--- src/rtl/wm_pkg.sv ---
package wm_pkg;

    typedef enum logic [1:0] {
        KIND_BUBBLE = 2'd0,
        KIND_PAIR   = 2'd1,
        KIND_SINGLE = 2'd2,
        KIND_ERROR  = 2'd3
    } out_kind_e;

    typedef enum logic {
        SIDE_LEFT  = 1'b0,
        SIDE_RIGHT = 1'b1
    } side_e;

    typedef enum logic [1:0] {
        ACT_PASS,
        ACT_STORE,
        ACT_PAIR,
        ACT_CLASH
    } action_e;

    function automatic action_e decide(input logic single, input logic hit,
                                       input logic same_side);
        if (single)
            return ACT_PASS;
        else if (!hit)
            return ACT_STORE;
        else if (same_side)
            return ACT_CLASH;
        else
            return ACT_PAIR;
    endfunction

    function automatic out_kind_e kind_of(input action_e act);
        case (act)
            ACT_PASS:  return KIND_SINGLE;
            ACT_STORE: return KIND_BUBBLE;
            ACT_PAIR:  return KIND_PAIR;
            default:   return KIND_ERROR;
        endcase
    endfunction

endpackage

--- src/rtl/wm_free_alloc.sv ---
module wm_free_alloc #(
    parameter int DEPTH = 8,
    localparam int IDX_W = (DEPTH > 1) ? $clog2(DEPTH) : 1
) (
    input  logic [DEPTH-1:0] busy,
    output logic             free_any,
    output logic [IDX_W-1:0] free_idx
);

    logic [DEPTH-1:0] lower_free;

    // lower_free[i] is set when some entry below i is free
    generate
        for (genvar i = 0; i < DEPTH; i++) begin : g_scan
            if (i == 0) begin : g_first
                assign lower_free[i] = 1'b0;
            end else begin : g_rest
                assign lower_free[i] = lower_free[i-1] | ~busy[i-1];
            end
        end
    endgenerate

    always_comb begin
        free_idx = '0;
        for (int i = 0; i < DEPTH; i++) begin
            if (!busy[i] && !lower_free[i])
                free_idx = IDX_W'(i);
        end
    end

    assign free_any = ~&busy;

endmodule

--- src/rtl/wm_key_cam.sv ---
module wm_key_cam #(
    parameter int DEPTH = 8,
    parameter int KEY_W = 12,
    localparam int IDX_W = (DEPTH > 1) ? $clog2(DEPTH) : 1
) (
    input  logic [DEPTH-1:0]            entry_valid,
    input  logic [DEPTH-1:0][KEY_W-1:0] entry_key,
    input  logic [KEY_W-1:0]            probe_key,
    output logic [DEPTH-1:0]            hit_vec,
    output logic                        hit_any,
    output logic [IDX_W-1:0]            hit_idx
);

    generate
        for (genvar i = 0; i < DEPTH; i++) begin : g_cmp
            assign hit_vec[i] = entry_valid[i] && (entry_key[i] == probe_key);
        end
    endgenerate

    // keys in the table are unique, so OR-ing indices yields the single hit
    always_comb begin
        hit_idx = '0;
        for (int i = 0; i < DEPTH; i++) begin
            if (hit_vec[i])
                hit_idx = hit_idx | IDX_W'(i);
        end
    end

    assign hit_any = |hit_vec;

endmodule

--- src/rtl/wm_entry_store.sv ---
module wm_entry_store #(
    parameter int DEPTH  = 8,
    parameter int KEY_W  = 12,
    parameter int DATA_W = 16,
    localparam int IDX_W = (DEPTH > 1) ? $clog2(DEPTH) : 1
) (
    input  logic                         clk,
    input  logic                         rst,
    input  logic                         wr_en,
    input  logic [IDX_W-1:0]             wr_idx,
    input  logic [KEY_W-1:0]             wr_key,
    input  logic                         wr_side,
    input  logic [DATA_W-1:0]            wr_data,
    input  logic                         clr_en,
    input  logic [IDX_W-1:0]             clr_idx,
    output logic [DEPTH-1:0]             valid_q,
    output logic [DEPTH-1:0][KEY_W-1:0]  key_q,
    output logic [DEPTH-1:0]             side_q,
    output logic [DEPTH-1:0][DATA_W-1:0] data_q
);

    generate
        for (genvar i = 0; i < DEPTH; i++) begin : g_ent
            logic wr_here;
            logic clr_here;
            assign wr_here  = wr_en  && (wr_idx  == IDX_W'(i));
            assign clr_here = clr_en && (clr_idx == IDX_W'(i));

            always_ff @(posedge clk) begin
                if (rst) begin
                    valid_q[i] <= 1'b0;
                    key_q[i]   <= '0;
                    side_q[i]  <= 1'b0;
                    data_q[i]  <= '0;
                end else if (wr_here) begin
                    valid_q[i] <= 1'b1;
                    key_q[i]   <= wr_key;
                    side_q[i]  <= wr_side;
                    data_q[i]  <= wr_data;
                end else if (clr_here) begin
                    valid_q[i] <= 1'b0;
                end
            end
        end
    endgenerate

endmodule

--- src/rtl/token_match_unit.sv ---
module token_match_unit
    import wm_pkg::*;
#(
    parameter int DEPTH  = 8,
    parameter int CTX_W  = 4,
    parameter int ADDR_W = 8,
    parameter int DATA_W = 16
) (
    input  logic              clk,
    input  logic              rst,
    input  logic              in_valid,
    output logic              in_ready,
    input  logic [CTX_W-1:0]  in_ctx,
    input  logic [ADDR_W-1:0] in_addr,
    input  logic              in_port,
    input  logic              in_single,
    input  logic [DATA_W-1:0] in_data,
    output logic              out_valid,
    output logic [1:0]        out_kind,
    output logic [CTX_W-1:0]  out_ctx,
    output logic [ADDR_W-1:0] out_addr,
    output logic [DATA_W-1:0] out_left,
    output logic [DATA_W-1:0] out_right
);

    localparam int KEY_W = CTX_W + ADDR_W;
    localparam int IDX_W = (DEPTH > 1) ? $clog2(DEPTH) : 1;

    typedef struct packed {
        logic [CTX_W-1:0]  ctx;
        logic [ADDR_W-1:0] addr;
    } key_t;

    typedef struct packed {
        out_kind_e         kind;
        key_t              key;
        logic [DATA_W-1:0] left;
        logic [DATA_W-1:0] right;
    } result_t;

    key_t                         probe;
    logic [DEPTH-1:0]             store_valid;
    logic [DEPTH-1:0][KEY_W-1:0]  store_key;
    logic [DEPTH-1:0]             store_side;
    logic [DEPTH-1:0][DATA_W-1:0] store_data;
    logic [DEPTH-1:0]             cam_hit;
    logic                         hit_any;
    logic [IDX_W-1:0]             hit_idx;
    logic                         free_any;
    logic [IDX_W-1:0]             free_idx;
    logic                         partner_side;
    logic [DATA_W-1:0]            partner_data;
    action_e                      act;
    logic                         accept;
    result_t                      res_d;
    result_t                      res_q;
    logic                         slot_q;

    assign probe = '{ctx: in_ctx, addr: in_addr};

    wm_key_cam #(.DEPTH(DEPTH), .KEY_W(KEY_W)) u_cam (
        .entry_valid (store_valid),
        .entry_key   (store_key),
        .probe_key   (probe),
        .hit_vec     (cam_hit),
        .hit_any     (hit_any),
        .hit_idx     (hit_idx)
    );

    wm_free_alloc #(.DEPTH(DEPTH)) u_alloc (
        .busy     (store_valid),
        .free_any (free_any),
        .free_idx (free_idx)
    );

    assign partner_side = store_side[hit_idx];
    assign partner_data = store_data[hit_idx];

    assign act      = decide(in_single, hit_any, partner_side == in_port);
    assign in_ready = !(act == ACT_STORE && !free_any);
    assign accept   = in_valid && in_ready;

    wm_entry_store #(.DEPTH(DEPTH), .KEY_W(KEY_W), .DATA_W(DATA_W)) u_store (
        .clk     (clk),
        .rst     (rst),
        .wr_en   (accept && act == ACT_STORE),
        .wr_idx  (free_idx),
        .wr_key  (probe),
        .wr_side (in_port),
        .wr_data (in_data),
        .clr_en  (accept && act == ACT_PAIR),
        .clr_idx (hit_idx),
        .valid_q (store_valid),
        .key_q   (store_key),
        .side_q  (store_side),
        .data_q  (store_data)
    );

    always_comb begin
        res_d.kind  = kind_of(act);
        res_d.key   = probe;
        res_d.left  = '0;
        res_d.right = '0;
        case (act)
            ACT_PASS: begin
                res_d.left = in_data;
            end
            ACT_PAIR: begin
                if (in_port == SIDE_LEFT) begin
                    res_d.left  = in_data;
                    res_d.right = partner_data;
                end else begin
                    res_d.left  = partner_data;
                    res_d.right = in_data;
                end
            end
            ACT_CLASH: begin
                res_d.left  = in_data;
                res_d.right = partner_data;
            end
            default: ;
        endcase
    end

    always_ff @(posedge clk) begin
        if (rst) begin
            slot_q <= 1'b0;
            res_q  <= '0;
        end else begin
            slot_q <= accept;
            if (accept)
                res_q <= res_d;
        end
    end

    assign out_valid = slot_q;
    assign out_kind  = res_q.kind;
    assign out_ctx   = res_q.key.ctx;
    assign out_addr  = res_q.key.addr;
    assign out_left  = res_q.left;
    assign out_right = res_q.right;

endmodule

--- config.mk ---
export PLATFORM = sky130hd
export DESIGN_NAME = token_match_unit
export DESIGN_NICKNAME = d
export VERILOG_FILES = /design/src/rtl/wm_pkg.sv /design/src/rtl/wm_free_alloc.sv /design/src/rtl/wm_key_cam.sv /design/src/rtl/wm_entry_store.sv /design/src/rtl/token_match_unit.sv
export SDC_FILE = /design/constraint.sdc
export NUM_CORES = 1
export LEC_CHECK = 0
export BUFFER_PORTS_ARGS = -buffer_cell sky130_fd_sc_hd__buf_4
export CORE_AREA = 2 2 142 158
export CTS_CLUSTER_DIAMETER = 100
export CTS_CLUSTER_SIZE = 40
export DETAILED_ROUTE_END_ITERATION = 8
export DIE_AREA = 0 0 144 160
export HOLD_SLACK_MARGIN = 0.06
export PLACE_DENSITY_LB_ADDON = 0.3
export SYNTH_ARGS = -nofsm -noshare
export SYNTH_HDL_FRONTEND = slang
export SYNTH_SLANG_ARGS = --single-unit
--- constraint.sdc ---
create_clock -name clk -period 6.8 [get_ports clk]
set_input_delay 1.36 -clock clk [delete_from_list [all_inputs] [get_ports clk]]
set_output_delay 1.36 -clock clk [all_outputs]
set_load 0.005 [all_outputs]
# Word-level counts from Yosys, hierarchy flattened
# Cells that the tools add are included.
# W data, S select, Z words.
[op_classes]
n_reduce_logical = 63
n_mux = 41
addsub = 0
shifts = 0
n_lt_le_gt_ge = 1
n_eq_ne = 26
mul = 0
div_mod_pow = 0
bitwise_logic = 13
[ops]
columns = ["operator", "count"]
rows = [
  ["$eq A12 B12 Y1", 8],
  ["$pmux W16 S2", 2],
  ["$bmux W16 S3", 1],
  ["$logic_and A1 B1 Y1", 35],
  ["$mux W32", 1],
  ["$mux W3", 10],
  ["$eq A3 B3 Y1 const B", 8],
  ["$mux W1", 20],
  ["$mux W16", 1],
  ["$reduce_bool A2 Y1", 8],
  ["$logic_not A1 Y1", 14],
  ["$eq A3 B2 Y1 const B", 4],
  ["$mux W2", 4],
  ["$reduce_and A8 Y1", 1],
  ["$reduce_or A8 Y1", 1],
  ["$not A1 Y1", 7],
  ["$eq A3 B1 Y1 const B", 2],
  ["$logic_not A3 Y1", 2],
  ["$or A1 B1 Y1", 6],
  ["$pmux W2 S3", 1],
  ["$eq A2 B2 Y1 const B", 2],
  ["$lt A3 B4 Y1 const B", 1],
  ["$bmux W1 S3", 1],
  ["$eq A2 B1 Y1 const B", 1],
  ["3 further kinds", 3],
]
[word_totals]
n_memories = 0
latchBits = 0
reg_bits = 287
inputBits = 33
ramBits = 0
wordCells = 182
romBits = 0
out_inout_bits = 48

# Longest topological paths before layout
[logic_depth]
ltp_word = 23
mapped_depth = 18
ltp_nobuf = 15

# By module
# Synthesis repeated with hierarchy kept, for this count alone.
[hier_totals]
cells_unflattened = 1309
hier_area_um2 = 13930.9
[by_module_without_submodules]
columns = ["mod", "n_inst", "seq_area_each_um2", "cells_each", "area_each_um2"]
rows = [
  ["wm_entry_store", 1, 4804.6, 857, 9431.5],
  ["token_match_unit", 1, 940.9, 280, 3155.5],
  ["wm_key_cam", 1, 0.0, 156, 1265.0],
  ["wm_free_alloc", 1, 0.0, 16, 78.8],
]

# Worst setup path after synthesis
# No wires, ideal clock.
[synth_path]
path_kind = "input to register"
start = "input in_ctx[0]"
end = "register res_q (netlist bit out_left[0])"
path_buffers = 5
arrival_time_ps = 5079
slack_ps = 1662
required_time_ps = 6741
setup_time_ps = 59
path_stages = 17
cell_sequence = "buf_4 xnor2_1 nand4_1 nor4_1 or4_1 buf_2 buf_2 buf_2 mux4_2 mux2i_1 xnor2_1 a21o_1 ha_1 nand2b_1 a2111oi_2 clkbuf_1 a221o_1"
[synth_via]
elab_chain_cells = 19
elab_cells_between_ends = 42
classes_between = "12 x eq/ne; 16 x mux; 14 x reduce/logical"
[synth_rtl]
columns = ["element", "line", "source"]
rows = [
  ["from (decl)", "token_match_unit.sv:13", "input logic [CTX_W-1:0] in_ctx,"],
  ["parallel branches: the longest is 19 deep, another holds $eq A12 B12 Y1", "-", ""],
  ["to (signal assigned)", "token_match_unit.sv:132", "res_q <= res_d;"],
  ["to (decl)", "token_match_unit.sv:56", "result_t res_q;"],
]
# Parallel ways; which one is timed is not known. The select of a mux whose other input is x is not followed.
# A chain may end at the register's enable or synchronous reset.

# Worst setup path after layout
[layout_path]
start = "input in_addr[7]"
end = "output in_ready"
[layout_via]
elab_chain_cells = 18
elab_cells_between_ends = 33
classes_between = "10 x eq/ne; 12 x mux; 11 x reduce/logical"
[layout_rtl]
columns = ["element", "line", "source"]
rows = [
  ["from (decl)", "token_match_unit.sv:14", "input logic [ADDR_W-1:0] in_addr,"],
  ["$eq A12 B12 Y1", "wm_key_cam.sv:16", "assign hit_vec[i] = entry_valid[i] && (entry_key[i] == probe_key);"],
  ["$logic_and A1 B1 Y1", "wm_key_cam.sv:16", ""],
  ["$mux W1", "wm_key_cam.sv:24", "if (hit_vec[i])"],
  ["$mux W2 (2 in a row)", "wm_key_cam.sv:24", ""],
  ["$mux W3 (4 in a row)", "wm_key_cam.sv:24", ""],
  ["$bmux W1 S3", "token_match_unit.sv:76", "assign partner_side = store_side[hit_idx];"],
  ["$mux W1 (implied by the code)", "token_match_unit.sv:76", ""],
  ["$eq A1 B1 Y1", "token_match_unit.sv:79", "assign act = decide(in_single, hit_any, partner_side == in_port);"],
  ["$mux W1", "wm_pkg.sv:28", "else if (same_side)"],
  ["$mux W2 (*)", "wm_pkg.sv:26", "else if (!hit)"],
  ["$mux W2 (*)", "wm_pkg.sv:24", "if (single)"],
  ["$eq A2 B1 Y1 (*)", "token_match_unit.sv:80", "assign in_ready = !(act == ACT_STORE && !free_any);"],
  ["$logic_and A1 B1 Y1 (*)", "token_match_unit.sv:80", ""],
  ["$logic_not A1 Y1 (*)", "token_match_unit.sv:80", ""],
  ["to (decl)", "token_match_unit.sv:12", "output logic in_ready,"],
]
# Mark *: on every way between the ends. The rest lies on a longest branch, timed or not. The select of a mux whose other input is x is not followed.

==> flow_summary.json <==
{
  "slowest_stage": "or4_1",
  "critPathTopFamily": "simple AND/OR/NAND/NOR gates",
  "antenna_found_initial": 1,
  "clock.fmax_mhz": 188,
  "setup_tns_ns": 0,
  "slew_headroom": 0.183,
  "synth_top_area_frac": 0.448,
  "finalSetupViolations": 0,
  "dr_total_vias": 11138,
  "post-route-min-period_ns": 5.31,
  "drtIter0Drc": 1054,
  "crit_type": "in -> out",
  "dieArea_um2": 23000,
  "arrival_ns": 3.95,
  "cts_hold_buf": 0,
  "cp-start-kind": "input pin",
  "drc": 0,
  "ant_nets": 0,
  "stdcell_area_um2": 13700,
  "finalPower_mw": 2.77,
  "grt_max_degree": 128,
  "firstDrtPassIters": 6,
  "synth_compound_area_frac": 0.153,
  "power_density_nw_per_um2": 201,
  "yosys_warnings": 0,
  "synth.distinct_cells": 50,
  "skew_ns": 0.0282,
  "hold_viol_final": 0,
  "synth_xor_area_frac": 0.0663,
  "root_buffer": "clkbuf_16",
  "synthMuxAreaShare": 0.0705,
  "netlist.top_cell.by_area": "dfxtp_1",
  "cts_buffers": 11,
  "place_area_um2": 13400,
  "die_height_um": 160,
  "crit_top_cell": "buf_4",
  "cts_setup_buffers": 0,
  "ys_seq_area_frac": 0.448,
  "worst-path-buf-inv": 3,
  "netlist_instances": 1572,
  "ios": 81,
  "core_um2": 21600,
  "clock_sinks": 287,
  "synth_commonest_cells": "450 x nand2_1, 287 x dfxtp_1, 238 x a21oi_1",
  "ctsResizeCount": 0,
  "synth_edf_count": 0,
  "pre_cts_ws_ns": 1.17,
  "cp.required_ns": 5.44,
  "num_rows": 57,
  "critical_path.max_fanout": 17,
  "wl_per_cell_um": 19.7,
  "status": "finished clean",
  "clock_latency_ns": 0.51,
  "path_cells": "buf_4 > xnor2_1 > nand4_1 > nor4_2 > or4_1 > buf_4 > nor4b_4 > nand2_1 > buf_4",
  "die_w_um": 144,
  "gp_congestion": 0.928,
  "slowest_delay_ns": 0.75,
  "syn_nets": 1607,
  "drive_above_1_share": 0.102,
  "synth_ff_type": "dfxtp_1",
  "routed_wirelength_mm": 36.4,
  "async_flop_share": 0,
  "synthToLayoutAreaGrowth_pct": 7.18,
  "maxCapViolCount": 0,
  "yosys-top-cells-area": "dfxtp_1 45%, nand2_1 13%, a21oi_1 9.3%",
  "routed_via_density": 6.02,
  "hold_path_class": "reg -> reg",
  "syn_area_um2": 12800,
  "timing.final.crit_share": 0.781,
  "grt_usage": 0.313,
  "grt_pass1_vias": 10482,
  "whs_ns": 0.461,
  "grt_pass1_wl_mm": 56.9,
  "synth_simple_gate_area_frac": 0.207,
  "fin_ws_ns": 1.49,
  "ctsHtreeMaxLevel": 1,
  "overflow": 0,
  "end_kind": "output port",
  "nNetsFinal": 1586,
  "synthAdderAreaFrac": 0.00195,
  "slew_viol_final": 0,
  "synth_top_family_by_area": "simple AND/OR/NAND/NOR gates",
  "ctsLongestPathBuffers": 3,
  "avgSynthCellArea_um2": 8.16,
  "numPortBuffers": 80,
  "initial_core_util": 0.593,
  "tritoncts": "built",
  "p_leak_nw": 4.64,
  "tightest_slew_ns": 1.22,
  "clk_pin_slew_worst_paths_ns": 0.14,
  "synth_most_common_cell": "nand2_1",
  "synth_seq_cells": 287,
  "dp_hpwl_mm": 23.4,
  "peakVddDrop_uv": 142,
  "rsz0062_at_grt": "false"
}
[power breakdown]
group / total, mW / internal (mW) / switching (mW)
logic: 0.207 / 0.0706 / 0.137
clock network: 0.846 / 0.311 / 0.535
registers: 1.71 / 1.70 / 0.0120
total: 2.77 / 2.08 / 0.684
[cells by family after synthesis]
family,Yosys count
AND/OR/NAND/NOR,620
AO/OA/AOI/OAI,328
flip-flops,287
buffers and inverters,152
XOR/XNOR,97
multiplexers,86
adder cells (fa/ha/maj),2
[state kept, by name, indices dropped and copies added, names as in the netlist]
register         count
u_store.data_q     128
u_store.key_q       96
out_left            16
out_right           16
out_addr             8
u_store.side_q       8
u_store.valid_q      8
out_ctx              4
out_kind             2
out_valid            1
[worst reg2reg max path, stage by stage, from the launching register on]
cell,delay [ns]
dfxtp_1,0.39
xnor2_1,0.14
nand4_1,0.14
nor4_1,0.73
a41o_1,0.34
nor3_1,0.10
buf_4,0.21
mux4_2,0.29
mux2i_1,0.19
xnor2_1,0.19
a21o_1,0.17
ha_1,0.25
nand2_1,0.10
or4_1,0.71
nor4_1,0.39
a221o_1,0.15
[worst paths after layout]
kind,from,end,slack [ns],cells after the start
min,u_store.data_q[30],u_store.data_q[30],0.46,2
max reg2reg,u_store.key_q[44],out_left[12],2.30,15
min reg2reg,u_store.data_q[30],u_store.data_q[30],0.46,2
max,in_addr[7],in_ready,1.49,9
[final cells by class]
| type | count | area, um^2 |
|---|---|---|
| inverters | 10 | 37.5 |
| flip-flops and latches | 287 | 5750 |
| well taps | 295 | 369 |
| clock inverters | 4 | 38.8 |
| diodes | 1 | 2.50 |
| repair buffers | 108 | 817 |
| fillers | 1894 | 7870 |
| multi-input cells | 1133 | 6460 |
| clock buffers | 11 | 275 |
[cell usage in the layout, fill, tap and decap left out, types with 14 or more instances in the layout]
cell type / Yosys / layout
nand2_1: 450 / 450
and2_1: 22 / 22
nor2_1: 42 / 38
buf_4: 19 / 107
nand4_1: 16 / 16
mux2_2: 14 / 14
xnor2_1: 83 / 83
a221o_1: 18 / 18
xor2_1: 14 / 14
nor4_1: 21 / 20
nor3_1: 28 / 25
dfxtp_1: 287 / 287
mux2i_1: 70 / 70
a21oi_1: 238 / 238
[metrics by stage]
step | cells | util
2_1_floorplan | 1572 | -
3_3_place_gp | 1833 | 0.621
3_5_place_dp | 1833 | 0.621
4_1_cts | 1848 | 0.636
5_1_grt | 1849 | 0.636
6_report | 1849 | 0.636
[layer usage]
layer  share of wire  wire length [um]  vias up  GRT usage
li1                -                 -     5255          -
met1            0.40             14500     5336      0.404
met2            0.49             17700      456      0.526
met3           0.070              2550       91     0.0384
met4           0.043              1550        0      0.139
met5               0                 0        -          0
Power figures use the tool's default switching activity.
